--- src/rtl/postinc_pkg.sv ---
package postinc_pkg;

  typedef enum logic [1:0] {
    SZ_BYTE = 2'd0,
    SZ_HALF = 2'd1,
    SZ_WORD = 2'd2,
    SZ_DBL  = 2'd3
  } acc_size_e;

  typedef enum logic [1:0] {
    OFS_INDEX  = 2'd0,
    OFS_DISP   = 2'd1,
    OFS_DISP4  = 2'd2,
    OFS_INDEX2 = 2'd3
  } ofs_mode_e;

  typedef enum logic [1:0] {
    ST_IDLE = 2'd0,
    ST_REQ  = 2'd1,
    ST_WAIT = 2'd2
  } fsm_e;

endpackage

--- src/rtl/postinc_offset_add.sv ---
module postinc_offset_add
  import postinc_pkg::*;
#(
  parameter int XLEN  = 64,
  parameter int IMM_W = 16
) (
  input  ofs_mode_e         mode,
  input  logic [XLEN-1:0]   base,
  input  logic [XLEN-1:0]   index,
  input  logic [IMM_W-1:0]  imm,
  output logic [XLEN-1:0]   next_base
);
  localparam int SCALED_W = IMM_W - 2;

  logic [XLEN-1:0] offset;

  always_comb begin
    case (mode)
      OFS_DISP:  offset = {{(XLEN-IMM_W){imm[IMM_W-1]}}, imm};
      OFS_DISP4: offset = {{(XLEN-IMM_W){imm[SCALED_W-1]}}, imm[SCALED_W-1:0], 2'b00};
      default:   offset = index;
    endcase
  end

  // carry out of the top bit is dropped: modulo 2^XLEN
  assign next_base = base + offset;

endmodule

--- src/rtl/postinc_extend.sv ---
module postinc_extend
  import postinc_pkg::*;
#(
  parameter int XLEN = 64
) (
  input  acc_size_e        size,
  input  logic             sign_ext,
  input  logic [XLEN-1:0]  raw,
  output logic [XLEN-1:0]  result
);
  localparam int NARROW = 3;

  logic [XLEN-1:0] zext_c [NARROW];
  logic [XLEN-1:0] sext_c [NARROW];

  for (genvar g = 0; g < NARROW; g++) begin : g_lane
    localparam int W = 8 << g;
    assign zext_c[g] = {{(XLEN-W){1'b0}},     raw[W-1:0]};
    assign sext_c[g] = {{(XLEN-W){raw[W-1]}}, raw[W-1:0]};
  end

  always_comb begin
    case (size)
      SZ_BYTE: result = zext_c[0];
      SZ_HALF: result = sign_ext ? sext_c[1] : zext_c[1];
      SZ_WORD: result = sign_ext ? sext_c[2] : zext_c[2];
      default: result = raw;
    endcase
  end

endmodule

--- src/rtl/postinc_ctrl.sv ---
module postinc_ctrl
  import postinc_pkg::*;
(
  input  logic clk,
  input  logic rst,
  input  logic start,
  input  logic req_ready,
  input  logic rsp_valid,
  output logic is_idle,
  output logic is_req,
  output logic rsp_take
);
  fsm_e state;

  always_ff @(posedge clk) begin
    if (rst) begin
      state <= ST_IDLE;
    end else begin
      case (state)
        ST_IDLE: if (start)     state <= ST_REQ;
        ST_REQ:  if (req_ready) state <= ST_WAIT;
        ST_WAIT: if (rsp_valid) state <= ST_IDLE;
        default:                state <= ST_IDLE;
      endcase
    end
  end

  assign is_idle  = (state == ST_IDLE);
  assign is_req   = (state == ST_REQ);
  assign rsp_take = (state == ST_WAIT) && rsp_valid;

  assert_req_leaves_R2: assert property (@(posedge clk) disable iff (rst)
    (is_req && req_ready) |=> (state == ST_WAIT));

endmodule

--- src/rtl/postinc_load_unit.sv ---
module postinc_load_unit
  import postinc_pkg::*;
#(
  parameter int XLEN   = 64,
  parameter int IDX_W  = 5,
  parameter int IMM_W  = 16,
  parameter int SIZE_W = 4
) (
  input  logic              clk,
  input  logic              rst,
  input  logic              op_valid,
  output logic              op_ready,
  input  logic [1:0]        op_size,
  input  logic              op_signed,
  input  logic [1:0]        op_ofs_mode,
  input  logic [IDX_W-1:0]  op_rt_idx,
  input  logic [IDX_W-1:0]  op_ra_idx,
  input  logic [XLEN-1:0]   op_base,
  input  logic [XLEN-1:0]   op_index,
  input  logic [IMM_W-1:0]  op_imm,
  output logic              mem_req_valid,
  input  logic              mem_req_ready,
  output logic [XLEN-1:0]   mem_addr,
  output logic [SIZE_W-1:0] mem_size,
  input  logic              mem_rsp_valid,
  input  logic [XLEN-1:0]   mem_rsp_data,
  output logic              wb_rt_en,
  output logic [IDX_W-1:0]  wb_rt_idx,
  output logic [XLEN-1:0]   wb_rt_data,
  output logic              wb_ra_en,
  output logic [IDX_W-1:0]  wb_ra_idx,
  output logic [XLEN-1:0]   wb_ra_data,
  output logic              bad_form
);
  logic is_idle, is_req, rsp_take;
  logic accept, form_bad, start;

  acc_size_e        size_q;
  logic             sign_q;
  logic [IDX_W-1:0] rt_q, ra_q;
  logic [XLEN-1:0]  base_q, next_base_q;
  logic [XLEN-1:0]  next_base_c, ext_c;

  assign accept   = op_valid && is_idle;
  assign form_bad = (op_ra_idx == '0) || (op_ra_idx == op_rt_idx);
  assign start    = accept && !form_bad;

  postinc_ctrl u_ctrl (
    .clk       (clk),
    .rst       (rst),
    .start     (start),
    .req_ready (mem_req_ready),
    .rsp_valid (mem_rsp_valid),
    .is_idle   (is_idle),
    .is_req    (is_req),
    .rsp_take  (rsp_take)
  );

  postinc_offset_add #(.XLEN(XLEN), .IMM_W(IMM_W)) u_ofs (
    .mode      (ofs_mode_e'(op_ofs_mode)),
    .base      (op_base),
    .index     (op_index),
    .imm       (op_imm),
    .next_base (next_base_c)
  );

  postinc_extend #(.XLEN(XLEN)) u_ext (
    .size     (size_q),
    .sign_ext (sign_q),
    .raw      (mem_rsp_data),
    .result   (ext_c)
  );

  // operation capture: the advanced base is formed here, off the writeback path
  always_ff @(posedge clk) begin
    if (rst) begin
      size_q      <= SZ_BYTE;
      sign_q      <= 1'b0;
      rt_q        <= '0;
      ra_q        <= '0;
      base_q      <= '0;
      next_base_q <= '0;
    end else if (start) begin
      size_q      <= acc_size_e'(op_size);
      sign_q      <= op_signed;
      rt_q        <= op_rt_idx;
      ra_q        <= op_ra_idx;
      base_q      <= op_base;
      next_base_q <= next_base_c;
    end
  end

  // registered writeback and flag outputs
  always_ff @(posedge clk) begin
    if (rst) begin
      wb_rt_en   <= 1'b0;
      wb_ra_en   <= 1'b0;
      wb_rt_idx  <= '0;
      wb_ra_idx  <= '0;
      wb_rt_data <= '0;
      wb_ra_data <= '0;
      bad_form   <= 1'b0;
    end else begin
      wb_rt_en <= rsp_take;
      wb_ra_en <= rsp_take;
      bad_form <= accept && form_bad;
      if (rsp_take) begin
        wb_rt_idx  <= rt_q;
        wb_ra_idx  <= ra_q;
        wb_rt_data <= ext_c;
        wb_ra_data <= next_base_q;
      end
    end
  end

  assign op_ready      = is_idle;
  assign mem_req_valid = is_req;
  assign mem_addr      = base_q;
  assign mem_size      = SIZE_W'(1) << size_q;

  assert_addr_is_base_R1: assert property (@(posedge clk) disable iff (rst)
    start |=> (mem_req_valid && mem_addr == $past(op_base)));

  assert_req_hold_R2: assert property (@(posedge clk) disable iff (rst)
    (mem_req_valid && !mem_req_ready) |=>
      (mem_req_valid && $stable(mem_addr) && $stable(mem_size)));

  assert_byte_upper_clear_R6: assert property (@(posedge clk) disable iff (rst)
    (wb_rt_en && size_q == SZ_BYTE) |-> (wb_rt_data[XLEN-1:8] == '0));

  assert_refused_silent_R9: assert property (@(posedge clk) disable iff (rst)
    bad_form |-> (!wb_rt_en && !wb_ra_en && !mem_req_valid && op_ready));

  assert_wb_pair_R10: assert property (@(posedge clk) disable iff (rst)
    wb_rt_en |-> (wb_ra_en && wb_ra_idx != '0 && wb_ra_idx != wb_rt_idx));

  assert_wb_single_R10: assert property (@(posedge clk) disable iff (rst)
    wb_ra_en |=> !wb_ra_en);

  assert_busy_R11: assert property (@(posedge clk) disable iff (rst)
    mem_req_valid |-> !op_ready);

endmodule

--- config.mk ---
export PLATFORM = sky130hd
export DESIGN_NAME = postinc_load_unit
export DESIGN_NICKNAME = d
export VERILOG_FILES = /design/src/rtl/postinc_pkg.sv /design/src/rtl/postinc_offset_add.sv /design/src/rtl/postinc_extend.sv /design/src/rtl/postinc_ctrl.sv /design/src/rtl/postinc_load_unit.sv
export SDC_FILE = /design/constraint.sdc
export NUM_CORES = 1
export LEC_CHECK = 0
export BUFFER_PORTS_ARGS = -buffer_cell sky130_fd_sc_hd__buf_2
export CAP_MARGIN = 20
export CORE_MARGIN = 1.5
export CORE_UTILIZATION = 50
export DETAILED_ROUTE_END_ITERATION = 16
export HOLD_SLACK_MARGIN = 0.15
export PLACE_DENSITY = 0.8
export SYNTH_ARGS = -nofsm -noshare
export SYNTH_HDL_FRONTEND = slang
export SYNTH_SLANG_ARGS = --single-unit
export TNS_END_PERCENT = 1
--- constraint.sdc ---
create_clock -name clk -period 8.15 [get_ports clk]
set_input_delay 0.815 -clock clk [delete_from_list [all_inputs] [get_ports clk]]
set_output_delay 0.815 -clock clk [all_outputs]
set_load 0.01 [all_outputs]
==> out/qor.txt <==
Initial Util: 0.507
maximum clock frequency: 0.203 GHz
Seq cells post-synth: 283
core region area: 28700 um2
RSZ-0062 raised after global routing: no
post-CTS setup buffer count: 0
Syn Area/Cell: 7.29 um2
HPWL after DPL: 35100 um
Yosys warnings: 0
status: complete, no violations
largest cells by area after synthesis: dfxtp_1 (39%), a21oi_1 (13%), nand2_1 (12%)
Hold Buf Count CTS: 0
DR pass1 iterations: 6
total congestion overflow: 0
Post-route DRC: 0
vias post-DR: 15600
part of the Yosys area used for sequential elements: 0.389
CP Max Fanout: 80
CTS tree: built
number of DRC markers in iteration 0: 1376
top_reg_cell synth: dfxtp_1
most frequent cells in the layout: nand2_1 (472), buf_2 (437), a21oi_1 (375)
Mapped Area: 14600 um2
required time of the critical path: 8620 ps
Area Overhead vs Synth: 23.0%
Slew HR: 0.290
first-pass GRT wire length: 75700 um
dpl ws: 2730 ps
clock sink count: 283
crit path kind: in -> reg
post-cts resize count: 0
critical-path cell list: buf_2 > inv_1 > ha_2 > buf_4 > a221oi_4 > buf_4 > a21oi_1 > ha_1 > a21o_1 > a221oi_1 > o21ai_0 > a311oi_1 > a311oi_1 > nor3_1 > o31ai_1 > o311ai_1
Die ar.: 30200 um2
Syn Nets: 2290
fin crit period: 4930 ps
max-cap viol count: 0
vias in the first global route: 14500
Fin. Hold Viols: 0
Placer Congestion: 0.964
Crit path buffers/inverters: 4
IO buf count: 438
antenna-violating nets left: 0
post-route clock period utilization: 0.605
Layout Skew: 16.3 ps
maximum VDD drop: 0.000160 V
share of Yosys cell area claimed by the top area cell type: 0.389
worst setup margin: 3220 ps
most common cell after layout, fill and taps aside: nand2_1
share of cells above drive strength 1: 0.222
initial antenna violation count: 2
Die H: 174 um
Synth area leader: dfxtp_1
Setup Viol. Count Final: 0
Clock Latency Late Sink: 590 ps
CP Data Arrival Time: 5400 ps
CP max stage cell: a311oi_1
# H-tree levels: 1
Slew Limit Fails: 0
Worst setup SP type: input pin
Slew @ Worst Pin: 1060 ps
post-synth cell types: 64
pwr dens: 222 nW/um2
drt total wl: 48000 um
Cells after Synth: 1996
HP Class: reg -> reg
Global Route Usage Sum: 0.304
CTS buffer count: 30
Die X: 174 um
final hold slack: 441 ps
Root Buffer: clkbuf_16
Util after Layout: 0.624
maximum root-to-sink buffer count: 3
CP endpoint kind: register
Final TNS setup: 0 ps
max incr delay on CP: 580 ps
fraction of registers with async set/reset: 0
io pins: 439
P_leak: 8.22 nW
Rows: 62
DR vias/cell: 5.72
CP top delay family: compound AO/OA/AOI/OAI gates
# nets final: 2620
clock-pin slew on the worst setup and hold paths: 60 ps
pin count of the biggest net entering global routing: 103
number of enable flip-flop cells after synthesis: 0
wire length per cell: 17.6 um
final timing paths:
| path | start | slack (ps) | end | cells past startpoint |
|---|---|---|---|---|
| setup / recovery | op_ofs_mode[0] | 3220 | next_base_q[62] | 16 |
| hold / removal | next_base_q[10] | 440 | wb_ra_data[10] | 2 |
| setup reg to reg | u_ctrl.state[1] | 5220 | next_base_q[59] | 5 |
| hold reg to reg | next_base_q[10] | 440 | wb_ra_data[10] | 2 |
power breakdown:
| part | total [mW] | switching [mW] | leakage [nW] | internal (mW) |
|---|---|---|---|---|
| Sequential | 1.52 | 0.0476 | 2.30 | 1.47 |
| Combinational | 0.973 | 0.615 | 5.38 | 0.358 |
| Clock | 1.49 | 0.583 | 0.537 | 0.910 |
| Total | 3.98 | 1.25 | 8.22 | 2.74 |
cell families (layout without fill, tap and decap cells):
family,after synthesis,count (layout),share of synthesized area
AOI/OAI and AO/OA,638,638,0.251
xor gates and xnor gates,47,47,0.0283
adders and majority gates,66,66,0.0572
buffers and inverters,228,577,0.0590
DFF,283,283,0.389
muxes,2,2,0.00137
other,0,1,0
and+or+nand+nor,732,732,0.214
per-stage QoR:
stage | instances | power (mW) | cell area (um2)
final | 2730 | 3.98 | 17900
after global routing | 2730 | 4.16 | 17900
after CTS | 2728 | 3.98 | 17900
after detailed placement | 2677 | 2.50 | 16800
after global placement | 2677 | 2.49 | 16800
after floorplan | 1996 | 2.19 | 14600
layout make-up:
type                            count  area, um2
Fill cell                        2654      10800
Multi-Input combinational cell   1485       8080
Sequential cell                   283       5670
Timing Repair Buffer              449       2300
Clock buffer                       40        878
Tap cell                          384        480
Inverter                           77        289
Clock inverter                     11        209
Antenna cell                        1       2.50
Yosys cell counts (3+ instances only):
cell      number
nand2_1      472
a21oi_1      375
dfxtp_1      283
clkbuf_1     144
o21ai_0      105
nor2_1        97
inv_1         76
ha_1          65
nand3_1       45
a21o_1        35
nand4_1       30
nor3_1        26
xnor2_1       26
xor2_1        21
o21bai_1      18
a31oi_1       17
a22oi_1       14
o21a_1         9
nor2b_1        8
or4_1          8
a211oi_1       7
and4_1         7
and3_1         6
buf_1          6
nand2b_1       6
nor4_1         6
o21ai_1        6
and2_1         5
o31a_1         5
o31ai_1        5
a221oi_1       4
o211ai_1       4
a21boi_0       3
a311oi_1       3
nor3b_1        3
o22ai_1        3
or3_1          3
flip-flops by register name, summed over array words and instances (netlist names):
| register | cells |
|---|---|
| rt_q | 5 |
| ra_q | 5 |
| wb_ra_en | 1 |
| u_ctrl.state | 2 |
| mem_addr | 64 |
| next_base_q | 64 |
| sign_q | 1 |
| wb_rt_idx | 5 |
| wb_rt_data | 64 |
| wb_ra_idx | 5 |
| bad_form | 1 |
| wb_ra_data | 64 |
| size_q | 2 |
tightest hold or removal path, cell delays in order (launching register included):
cell,delay [ps]
dfxtp_1,310
nand2_1,50
a21oi_1,50
layer usage:
layer / global-route usage / share of wire / up-vias / wire [um]
met4: 0.135 / 0.049 / 0 / 2360
met5: 0 / 0 / - / 0
met3: 0.0441 / 0.072 / 139 / 3440
met2: 0.505 / 0.46 / 731 / 22100
li1: - / - / 7514 / -
met1: 0.391 / 0.42 / 7220 / 20100
Power figures use the tool's default switching activity.
